### src/rtl/tfd_pkg.sv
// Shared types for the feedback pin driver.
package tfd_pkg;
    // Speed rate codes; the encoding is visible at the top-level port.
    typedef enum logic [1:0] {
        RATE_HALF = 2'b00,
        RATE_ONE  = 2'b01,
        RATE_TWO3 = 2'b10,
        RATE_DBL  = 2'b11
    } rate_e;
endpackage

### src/rtl/tfd_edge_meter.sv
// Detects both edges of the selected Hall signal and measures the interval
// between consecutive edges in clock cycles. It raises a one-cycle mid strobe
// halfway through the current interval, based on the previous interval.
// Assumes src_i is synchronous to clk. The counter saturates on very slow
// rotation, and no mid strobe is given before a first interval of at least
// two cycles has been measured.
module tfd_edge_meter #(
    parameter int CNT_W = 16
) (
    input  logic clk,
    input  logic rst_n,
    input  logic src_i,
    output logic edge_o,
    output logic mid_o
);
    localparam logic [CNT_W-1:0] CNT_MAX = {CNT_W{1'b1}};
    localparam logic [CNT_W-1:0] MIN_SPAN = CNT_W'(2);

    logic             prev_q;
    logic [CNT_W-1:0] cnt_q;
    logic [CNT_W-1:0] span_q;
    logic             armed_q;
    logic [CNT_W-1:0] mid_pt;

    assign edge_o = src_i ^ prev_q;
    assign mid_pt = (span_q >> 1) - CNT_W'(1);
    assign mid_o  = armed_q && !edge_o && (span_q >= MIN_SPAN) && (cnt_q == mid_pt);

    // Keep last sample of the source for edge detection.
    always_ff @(posedge clk) begin
        if (!rst_n) prev_q <= 1'b0;
        else        prev_q <= src_i;
    end

    // Count cycles since the last edge, saturating.
    always_ff @(posedge clk) begin
        if (!rst_n)              cnt_q <= '0;
        else if (edge_o)         cnt_q <= '0;
        else if (cnt_q != CNT_MAX) cnt_q <= cnt_q + CNT_W'(1);
    end

    // Capture the finished interval length at each edge.
    always_ff @(posedge clk) begin
        if (!rst_n)      span_q <= '0;
        else if (edge_o) span_q <= (cnt_q == CNT_MAX) ? CNT_MAX : cnt_q + CNT_W'(1);
    end

    // Allow one mid strobe per interval.
    always_ff @(posedge clk) begin
        if (!rst_n)      armed_q <= 1'b0;
        else if (edge_o) armed_q <= 1'b1;
        else if (mid_o)  armed_q <= 1'b0;
    end
endmodule

### src/rtl/tfd_rate_shaper.sv
// Produces the speed pulse level from Hall edges and mid strobes. The rate
// code is applied at an edge and then held, so a mid toggle scheduled by an
// edge still happens if the code changes afterwards. A phase counter gives the
// half and two-thirds rates; it restarts when the rate changes.
// Assumes edge_i and mid_i never coincide.
module tfd_rate_shaper
    import tfd_pkg::*;
(
    input  logic  clk,
    input  logic  rst_n,
    input  logic  edge_i,
    input  logic  mid_i,
    input  rate_e rate_i,
    output logic  sp_o
);
    rate_e      rate_q;
    logic [1:0] ph_q;
    logic       want_q;
    logic       sp_q;

    logic [1:0] ph_use;
    logic [1:0] ph_nxt;
    logic       tog_edge;
    logic       want_nxt;

    // Decide the action taken at an edge for the requested rate.
    always_comb begin
        ph_use   = (rate_i == rate_q) ? ph_q : 2'd0;
        tog_edge = 1'b1;
        want_nxt = 1'b0;
        ph_nxt   = 2'd0;
        case (rate_i)
            RATE_HALF: begin
                tog_edge = !ph_use[0];
                ph_nxt   = {1'b0, ~ph_use[0]};
            end
            RATE_TWO3: begin
                tog_edge = (ph_use == 2'd0);
                want_nxt = (ph_use == 2'd1);
                ph_nxt   = (ph_use == 2'd2) ? 2'd0 : ph_use + 2'd1;
            end
            RATE_DBL: begin
                want_nxt = 1'b1;
            end
            default: begin
                tog_edge = 1'b1;
            end
        endcase
    end

    // Apply edge actions and scheduled mid toggles.
    always_ff @(posedge clk) begin
        if (!rst_n) begin
            rate_q <= RATE_ONE;
            ph_q   <= 2'd0;
            want_q <= 1'b0;
            sp_q   <= 1'b1;
        end else if (edge_i) begin
            rate_q <= rate_i;
            ph_q   <= ph_nxt;
            want_q <= want_nxt;
            sp_q   <= sp_q ^ tog_edge;
        end else if (mid_i && want_q) begin
            want_q <= 1'b0;
            sp_q   <= ~sp_q;
        end
    end

    assign sp_o = sp_q;
endmodule

### src/rtl/tfd_level_mux.sv
// Chooses the pin level from status and configuration, and registers the
// pull-down enable. Priority: lock, fault, idle, active. A fault with
// fault-select clear holds the registered level. Assumes status flags are
// synchronous to clk.
module tfd_level_mux (
    input  logic clk,
    input  logic rst_n,
    input  logic ready_i,
    input  logic invert_i,
    input  logic fault_sel_i,
    input  logic active_i,
    input  logic idle_i,
    input  logic lock_i,
    input  logic fault_i,
    input  logic sp_i,
    output logic pd_o
);
    logic pd_q;
    logic ind_lvl;
    logic lvl;

    assign ind_lvl = invert_i;

    // Pick the pin level (1 = released/high).
    always_comb begin
        if (lock_i)                   lvl = ind_lvl;
        else if (fault_i)             lvl = fault_sel_i ? ind_lvl : ~pd_q;
        else if (idle_i || !active_i) lvl = ~ind_lvl;
        else if (ready_i)             lvl = ~ind_lvl;
        else                          lvl = sp_i;
    end

    // Register the pull-down enable.
    always_ff @(posedge clk) begin
        if (!rst_n) pd_q <= 1'b0;
        else        pd_q <= ~lvl;
    end

    assign pd_o = pd_q;
endmodule

### src/rtl/tach_flag_driver.sv
// Top of the feedback pin driver. Selects the Hall source, replaces the
// unsupported raw two-thirds combination with equal rate, and chains the edge
// meter, rate shaper and level mux. Inputs are assumed synchronous to clk.
module tach_flag_driver
    import tfd_pkg::*;
#(
    parameter int CNT_W = 16
) (
    input  logic       clk,
    input  logic       rst_n,
    input  logic       hall_raw_i,
    input  logic       hall_ofs_i,
    input  logic       cfg_ready_i,
    input  logic       cfg_invert_i,
    input  logic       cfg_fault_sel_i,
    input  logic       cfg_src_raw_i,
    input  logic [1:0] cfg_rate_i,
    input  logic       st_active_i,
    input  logic       st_idle_i,
    input  logic       st_lock_i,
    input  logic       st_fault_i,
    output logic       pin_pd_o
);
    logic  hall_sel;
    logic  edge_s;
    logic  mid_s;
    logic  sp_s;
    rate_e rate_req;

    assign hall_sel = cfg_src_raw_i ? hall_raw_i : hall_ofs_i;

    // Raw source cannot run two-thirds; use equal rate instead.
    always_comb begin
        if (cfg_src_raw_i && (rate_e'(cfg_rate_i) == RATE_TWO3)) rate_req = RATE_ONE;
        else                                                     rate_req = rate_e'(cfg_rate_i);
    end

    tfd_edge_meter #(.CNT_W(CNT_W)) u_meter (
        .clk    (clk),
        .rst_n  (rst_n),
        .src_i  (hall_sel),
        .edge_o (edge_s),
        .mid_o  (mid_s)
    );

    tfd_rate_shaper u_shaper (
        .clk    (clk),
        .rst_n  (rst_n),
        .edge_i (edge_s),
        .mid_i  (mid_s),
        .rate_i (rate_req),
        .sp_o   (sp_s)
    );

    tfd_level_mux u_mux (
        .clk         (clk),
        .rst_n       (rst_n),
        .ready_i     (cfg_ready_i),
        .invert_i    (cfg_invert_i),
        .fault_sel_i (cfg_fault_sel_i),
        .active_i    (st_active_i),
        .idle_i      (st_idle_i),
        .lock_i      (st_lock_i),
        .fault_i     (st_fault_i),
        .sp_i        (sp_s),
        .pd_o        (pin_pd_o)
    );
endmodule

### config.mk
export PLATFORM = sky130hd
export DESIGN_NAME = tach_flag_driver
export DESIGN_NICKNAME = d
export VERILOG_FILES = /design/src/rtl/tfd_pkg.sv /design/src/rtl/tfd_edge_meter.sv /design/src/rtl/tfd_rate_shaper.sv /design/src/rtl/tfd_level_mux.sv /design/src/rtl/tach_flag_driver.sv
export SDC_FILE = /design/constraint.sdc
export NUM_CORES = 1
export LEC_CHECK = 0
export BUFFER_PORTS_ARGS = -buffer_cell sky130_fd_sc_hd__buf_2
export CORE_AREA = 3 3 68 70
export CTS_CLUSTER_DIAMETER = 30
export DETAILED_ROUTE_END_ITERATION = 6
export DIE_AREA = 0 0 71 73
export PLACE_DENSITY_LB_ADDON = 0.1
export SLEW_MARGIN = 10
export SYNTH_ARGS = -nofsm -noshare
export SYNTH_HDL_FRONTEND = slang
export SYNTH_SLANG_ARGS = --single-unit
### constraint.sdc
create_clock -name clk -period 5.8 [get_ports clk]
set_clock_uncertainty 0.05 [all_clocks]
set_input_delay 0.58 -clock clk [delete_from_list [all_inputs] [get_ports clk]]
set_output_delay 0.58 -clock clk [all_outputs]
set_load 0.02 [all_outputs]
**Yosys cells after proc, flatten, opt, wreduce, memory -nomap -nowiden**

Cells that the tools add are included.

- Register bits: 41
- Input port bits: 14
- Output and inout bits: 1
- Logic and storage cells: 63

- Add/sub/neg operators: 3
- $lt $le $gt $ge: 1
- Eq/ne operators: 9
- Multiplexer cells: 19
- Bitwise operators: 8
- Reductions and logical operators: 14

Operators with widths:

| operator | number |
|---|---|
| $add A16 B1 Y16 const B | 1 |
| $eq A16 B16 Y1 | 1 |
| $eq A16 B16 Y1 const B | 1 |
| $ge A16 B2 Y1 const B | 1 |
| $mux W16 | 1 |
| $ne A16 B16 Y1 const B | 1 |
| $sub A15 B1 Y16 const B | 1 |
| $mux W1 | 12 |
| $eq A2 B2 Y1 const B | 4 |
| $mux W2 | 3 |
| $not A1 Y1 | 6 |
| $logic_and A1 B1 Y1 | 5 |
| $logic_not A2 Y1 | 2 |
| $pmux W1 S2 | 2 |
| $pmux W2 S2 | 1 |
| $reduce_bool A2 Y1 | 2 |
| $logic_not A1 Y1 | 3 |
| $add A2 B1 Y2 const B | 1 |
| $eq A2 B1 Y1 const B | 1 |
| $eq A2 B2 Y1 | 1 |
| $reduce_or A2 Y1 | 1 |
| $xor A1 B1 Y1 | 2 |
| $logic_or A1 B1 Y1 | 1 |

**Depth between registers and ports, before layout**

- Depth in word-level cells: 9
- Depth in mapped cells: 9
- Depth with buffers taken out: 8

**Hierarchy**

Synthesis repeated with hierarchy kept, for this count alone.

- Cell total of the unflattened synthesis: 286
- Area, all modules: 2,364.8 µm²

By module, submodules not included:

| module | instances | cells each | area each (µm²) | seq. area each (µm²) |
|---|---|---|---|---|
| tfd_edge_meter | 1 | 240 | 1,968.1 | 660.6 |
| tfd_rate_shaper | 1 | 33 | 284.0 | 120.1 |
| tfd_level_mux | 1 | 8 | 78.8 | 20.0 |
| tach_flag_driver | 1 | 5 | 33.8 | 0.0 |

**Worst setup path before layout**

Ideal clock, no wire load.

- Path kind: reg-to-reg
- Start: register u_meter.span_q[1]
- End: register u_shaper.sp_q, in the netlist u_shaper.sp_o
- Library setup time: 0.058 ns
- Arrival: 2.250 ns
- Required time: 5.692 ns
- Setup slack: 3.442 ns
- Cell stages (with the launch flop): 9
- Buffers on the path: 0
- Clock period less this slack: 2.358 ns
- Cell sequence: dfxtp_1 inv_1 ha_1 or3b_1 xnor2_1 or3_4 a2111oi_4 and4b_1 o211a_1

- Cells in the longest elaborated chain, start to end: 5
- Elaborated cells between the ends (all ways): 7
- Those cells by class: add/sub (1); order compare (1); eq/ne (1); reduce/logical (4)

RTL lines:

| item | line | source |
|---|---|---|
| start, declared | tfd_edge_meter.sv:21 | `logic [CNT_W-1:0] span_q;` |
| start signal, assigned | tfd_edge_meter.sv:45 | `else if (edge_o) span_q <= (cnt_q == CNT_MAX) ? CNT_MAX : cnt_q + CNT_W'(1);` |
| $sub A15 B1 Y16 or $ge A16 B2 Y1 (tied branches) | tfd_edge_meter.sv:26, tfd_edge_meter.sv:27 |  |
| $eq A16 B16 Y1 or $logic_and A1 B1 Y1 (tied branches) | tfd_edge_meter.sv:27 | `assign mid_o = armed_q && !edge_o && (span_q >= MIN_SPAN) && (cnt_q == mid_pt);` |
| $logic_and A1 B1 Y1 (*) | tfd_edge_meter.sv:27 |  |
| $logic_and A1 B1 Y1 (*) | tfd_rate_shaper.sv:63 | `end else if (mid_i && want_q) begin` |
| $reduce_bool A2 Y1 (no line) (*) | -- |  |
| end signal, assigned | tfd_rate_shaper.sv:62 | `sp_q <= sp_q ^ tog_edge;` |
| end signal, assigned | tfd_rate_shaper.sv:65 | `sp_q <= ~sp_q;` |
| end, declared | tfd_rate_shaper.sv:19 | `logic sp_q;` |

Every way passes the cells marked *; elsewhere a longest branch is shown, timed or not.
A chain may end at the register's enable or synchronous reset.

**Worst setup path after layout**

- Start: register u_meter.cnt_q[0]
- End: register u_meter.span_q[10]

- Cells in the longest elaborated chain, start to end: 2
- Elaborated cells between the ends (all ways): 3
- Those cells by class: add/sub (1); eq/ne (1); mux (1)

RTL lines:

| item | line | source |
|---|---|---|
| start, declared | tfd_edge_meter.sv:20 | `logic [CNT_W-1:0] cnt_q;` |
| start signal, assigned | tfd_edge_meter.sv:39 | `else if (cnt_q != CNT_MAX) cnt_q <= cnt_q + CNT_W'(1);` |
| $add A16 B1 Y16 or $eq A16 B16 Y1 (tied branches) | tfd_edge_meter.sv:45 |  |
| $mux W16 (*) | tfd_edge_meter.sv:45 |  |

Marked as above.

==> flow_summary_export.csv <==
group,metric,value,unit
status,status,"complete, no violations",
worst_setup_path,cp-start-kind,"register",
worst_setup_path,end_kind,"register",
yosys,synth_ff_type,"dfxtp_1",
finish,final_cell_mix,"nor2_1, dfxtp_1, nand2_1",
finish,seq_area,801,um^2
die,num_rows,23,
finish,final_net_count,310,
worst_setup_path,path_buf_inv,0,
worst_setup_path,crit_arrival,2.87,ns
sta,setup_viol,0,
sta,setup_slack,3.07,ns
global_route,grt_max_degree,30,
worst_setup_path,critPathKind,"register to register",
clock_tree,clkSlewWorstSetupHoldPaths,0.08,ns
placed_design,hpwl,3750,um
worst_setup_path,critPathMaxStageDelay,0.77,ns
worst_setup_path,r2r-end,"u_meter.span_q[10]",
sta,tns,0,ns
power,switching_share,31.8,%
yosys,synthCells,284,
die,coreArea,4030,um^2
clock_tree,postCtsSetupBuffers,0,
worst_setup_path,critPathSlowestCell,"nor2_1",
power,internal-power,0.462,mW
worst_setup_path,reg2reg_depth,7,
clock_tree,cts_tree,"yes",
finish,diodes,0,
die,fp.dieW,71,um
sta,maxSlewHeadroom,35.1,%
yosys,async_flop_share,0,%
worst_hold_path,holdCritStartpoint,"u_shaper.ph_q[1]",
worst_hold_path,min_path_type,"register to register",
yosys,synth_edf_count,0,
sta,max_slew.worst_pin.slew,0.970,ns
yosys,ys_seq_area_share,34.5,%
clock_tree,root_buffer,"clkbuf_8",
global_route,grt_pass1_wl,8660,um
sta,hold-worst-slack,0.429,ns
worst_setup_path,crit_required,5.94,ns
worst_setup_path,r2r-start,"u_meter.cnt_q[0]",
yosys,synth-seq-cells,40,
power,combPwrFrac,25.5,%
flow_run,cap_violations,0,
finish,final_common_cell,"nor2_1",
routing,drt_iter0_drc,173,
worst_setup_path,path_cells,"ha_1 -> and4_1 -> and3_1 -> nand2_1 -> nor2_1 -> nor2_1 -> a211oi_1",
power,p_seq_share,46.3,%
sta,rsz0062_at_grt,"false",
placed_design,dp_slack,3.12,ns
placed_design,port-buffer-count,14,
sta,drv_slew,0,
power,power_frac_clock,28.2,%
yosys,synth.cell_area,2320,um^2
worst_setup_path,crit_fanout,12,
sta,hold_viol,0,
worst_setup_path,critPathTopFamily,"simple AND/OR/NAND/NOR gates",
routing,wire_per_inst,14.7,um
clock_tree,cts_resized,0,
clock_tree,numCtsBuffers,5,
finish,final_layout_size_suffix_gt1_share,10.8,%
power,p_sw,0.215,mW
sta,fin_crit,2.73,ns
finish,fillCellCount,376,
die,die_area,5180,um^2
clock_tree,clk_latency,0.29,ns
worst_setup_path,r2r_slack,3.07,ns
power,power.leakage,0.973,nW
routing,wirelength,5090,um
power,p_per_area,269,nW/um^2
routing,drc,0,
die,ioPinCount,15,
clock_tree,postCtsHoldBufs,0,
yosys,syn_avg_cell_area,8.16,um^2
yosys,yosysWarnings,0,
finish,area_delta_synth_final,8.53,%
routing,route.antenna.remaining_nets,0,
yosys,synthesis.nets,300,
die,die_h,73,um
global_route,grt_overflow,0,
routing,dr.pass1.iters,4,
clock_tree,clockBufferDepth,2,
finish,fin_util,62.5,%
worst_setup_path,cpMostUsedCell,"nor2_1",
worst_hold_path,whs_path_depth,2,
global_route,grtUsageTotal,20.7,%
clock_tree,htreeDepth,2,
power,ir_drop,0.178,mV
routing,vias,2017,
worst_hold_path,hold_end,"u_shaper.ph_q[1]",
global_route,grt_pass1_vias,1821,
placed_design,place_congestion,0.834,
routing,via_per_inst,5.85,
clock_tree,clkSinkCount,40,
global_route,antenna_found_initial,0,
sta,min_period_over_period,47.1,%
die,start_util,57.5,%
sta,fmax,366,MHz
yosys,ys_types,49,
finish,multi_input_area,1450,um^2
-- synth_stat cells, types with 3 or more instances --
master	instances	area [um^2]
nand2_1	21	78.8
mux2i_1	6	60.1
nor2_1	51	191
o21ai_0	3	15.0
clkbuf_1	12	45.0
inv_1	7	26.3
and3_1	3	18.8
nor3b_1	3	22.5
a21oi_1	14	70.1
nand3_1	12	60.1
nand2b_1	3	18.8
a211oi_1	13	97.6
xor2_1	14	123
xnor2_1	19	166
nand4_1	4	25.0
dfxtp_1	40	801
and2_1	3	18.8
and4_1	5	43.8
o211ai_1	3	22.5
nand4b_1	5	43.8
nor3_1	8	40.0
-- worst max path at each step --
| stage | startpoint | end | slack, ns | depth (start not counted) |
|---|---|---|---|---|
| 3_5_place_dp | u_meter.cnt_q[0] | u_meter.span_q[5] | 3.12 | 7 |
| 5_1_grt | u_meter.cnt_q[0] | u_meter.span_q[13] | 2.84 | 7 |
| 2_1_floorplan | u_meter.span_q[1] | u_shaper.sp_o | 3.44 | 8 |
| 6_report | u_meter.cnt_q[0] | u_meter.span_q[10] | 3.07 | 7 |
| 4_1_cts | u_meter.cnt_q[0] | u_meter.span_q[5] | 3.09 | 7 |
| 3_3_place_gp | u_meter.cnt_q[0] | u_meter.span_q[10] | 3.14 | 7 |
-- power by group through the flow --
stage          sequential (mW)  clock (mW)  combinational [mW]
3_5_place_dp             0.319           0               0.172
2_1_floorplan            0.313           0               0.139
4_1_cts                  0.313       0.197               0.172
6_report                 0.313       0.191               0.173
3_3_place_gp             0.319           0               0.169
5_1_grt                  0.316       0.210               0.193
-- routing by layer --
| metal | global-route usage (%) | vias up | part of all wire (%) |
|---|---|---|---|
| li1 | - | 1038 | - |
| met1 | 29.2 | 923 | 50 |
| met2 | 32.7 | 52 | 44 |
| met3 | 4.13 | 4 | 5.5 |
| met4 | 5.01 | 0 | 0.51 |
| met5 | 0 | - | 0 |
-- registers in the layout (all words and copies together) (netlist names), named ones only --
| name | count |
|---|---|
| u_meter.armed_q | 1 |
| u_meter.cnt_q | 16 |
| u_meter.prev_q | 1 |
| u_meter.span_q | 15 |
| u_shaper.ph_q | 2 |
| u_shaper.rate_q | 2 |
| u_shaper.sp_o | 1 |
| u_shaper.want_q | 1 |
-- worst reg2reg max path: stages, from the launching register on --
cell and delay, ns:
dfxtp_1 0.44, ha_1 0.24, and4_1 0.26, and3_1 0.31, nand2_1 0.14, nor2_1 0.77
nor2_1 0.18, a211oi_1 0.26
-- per-stage QoR --
step / total power [mW] / instance area (um^2) / std cells
floorplan: 0.452 / 2320 / 284
global placement: 0.488 / 2420 / 337
detailed placement: 0.491 / 2420 / 337
CTS: 0.682 / 2520 / 345
global route: 0.718 / 2520 / 345
finish: 0.677 / 2520 / 345
-- cell families (layout without fill, tap and decap cells) --
family	Yosys count	in the layout	synth area share, %
simple gates	129	129	28.9
compound gates	53	53	17.0
xor+xnor	33	33	12.5
fa+ha+maj	2	2	1.08
mux	6	6	2.59
flops	40	40	34.5
buf+inv	21	32	3.45
-- area by class of cell --
| type | instances | area share, % |
|---|---|---|
| Sequential cell | 40 | 31.8 |
| Timing Repair Buffer | 16 | 3.38 |
| Tap cell | 50 | 2.49 |
| Multi-Input combinational cell | 223 | 57.4 |
| Clock buffer | 6 | 3.28 |
| Clock inverter | 2 | 0.398 |
| Inverter | 8 | 1.19 |
(Power assumes the default switching activity.)
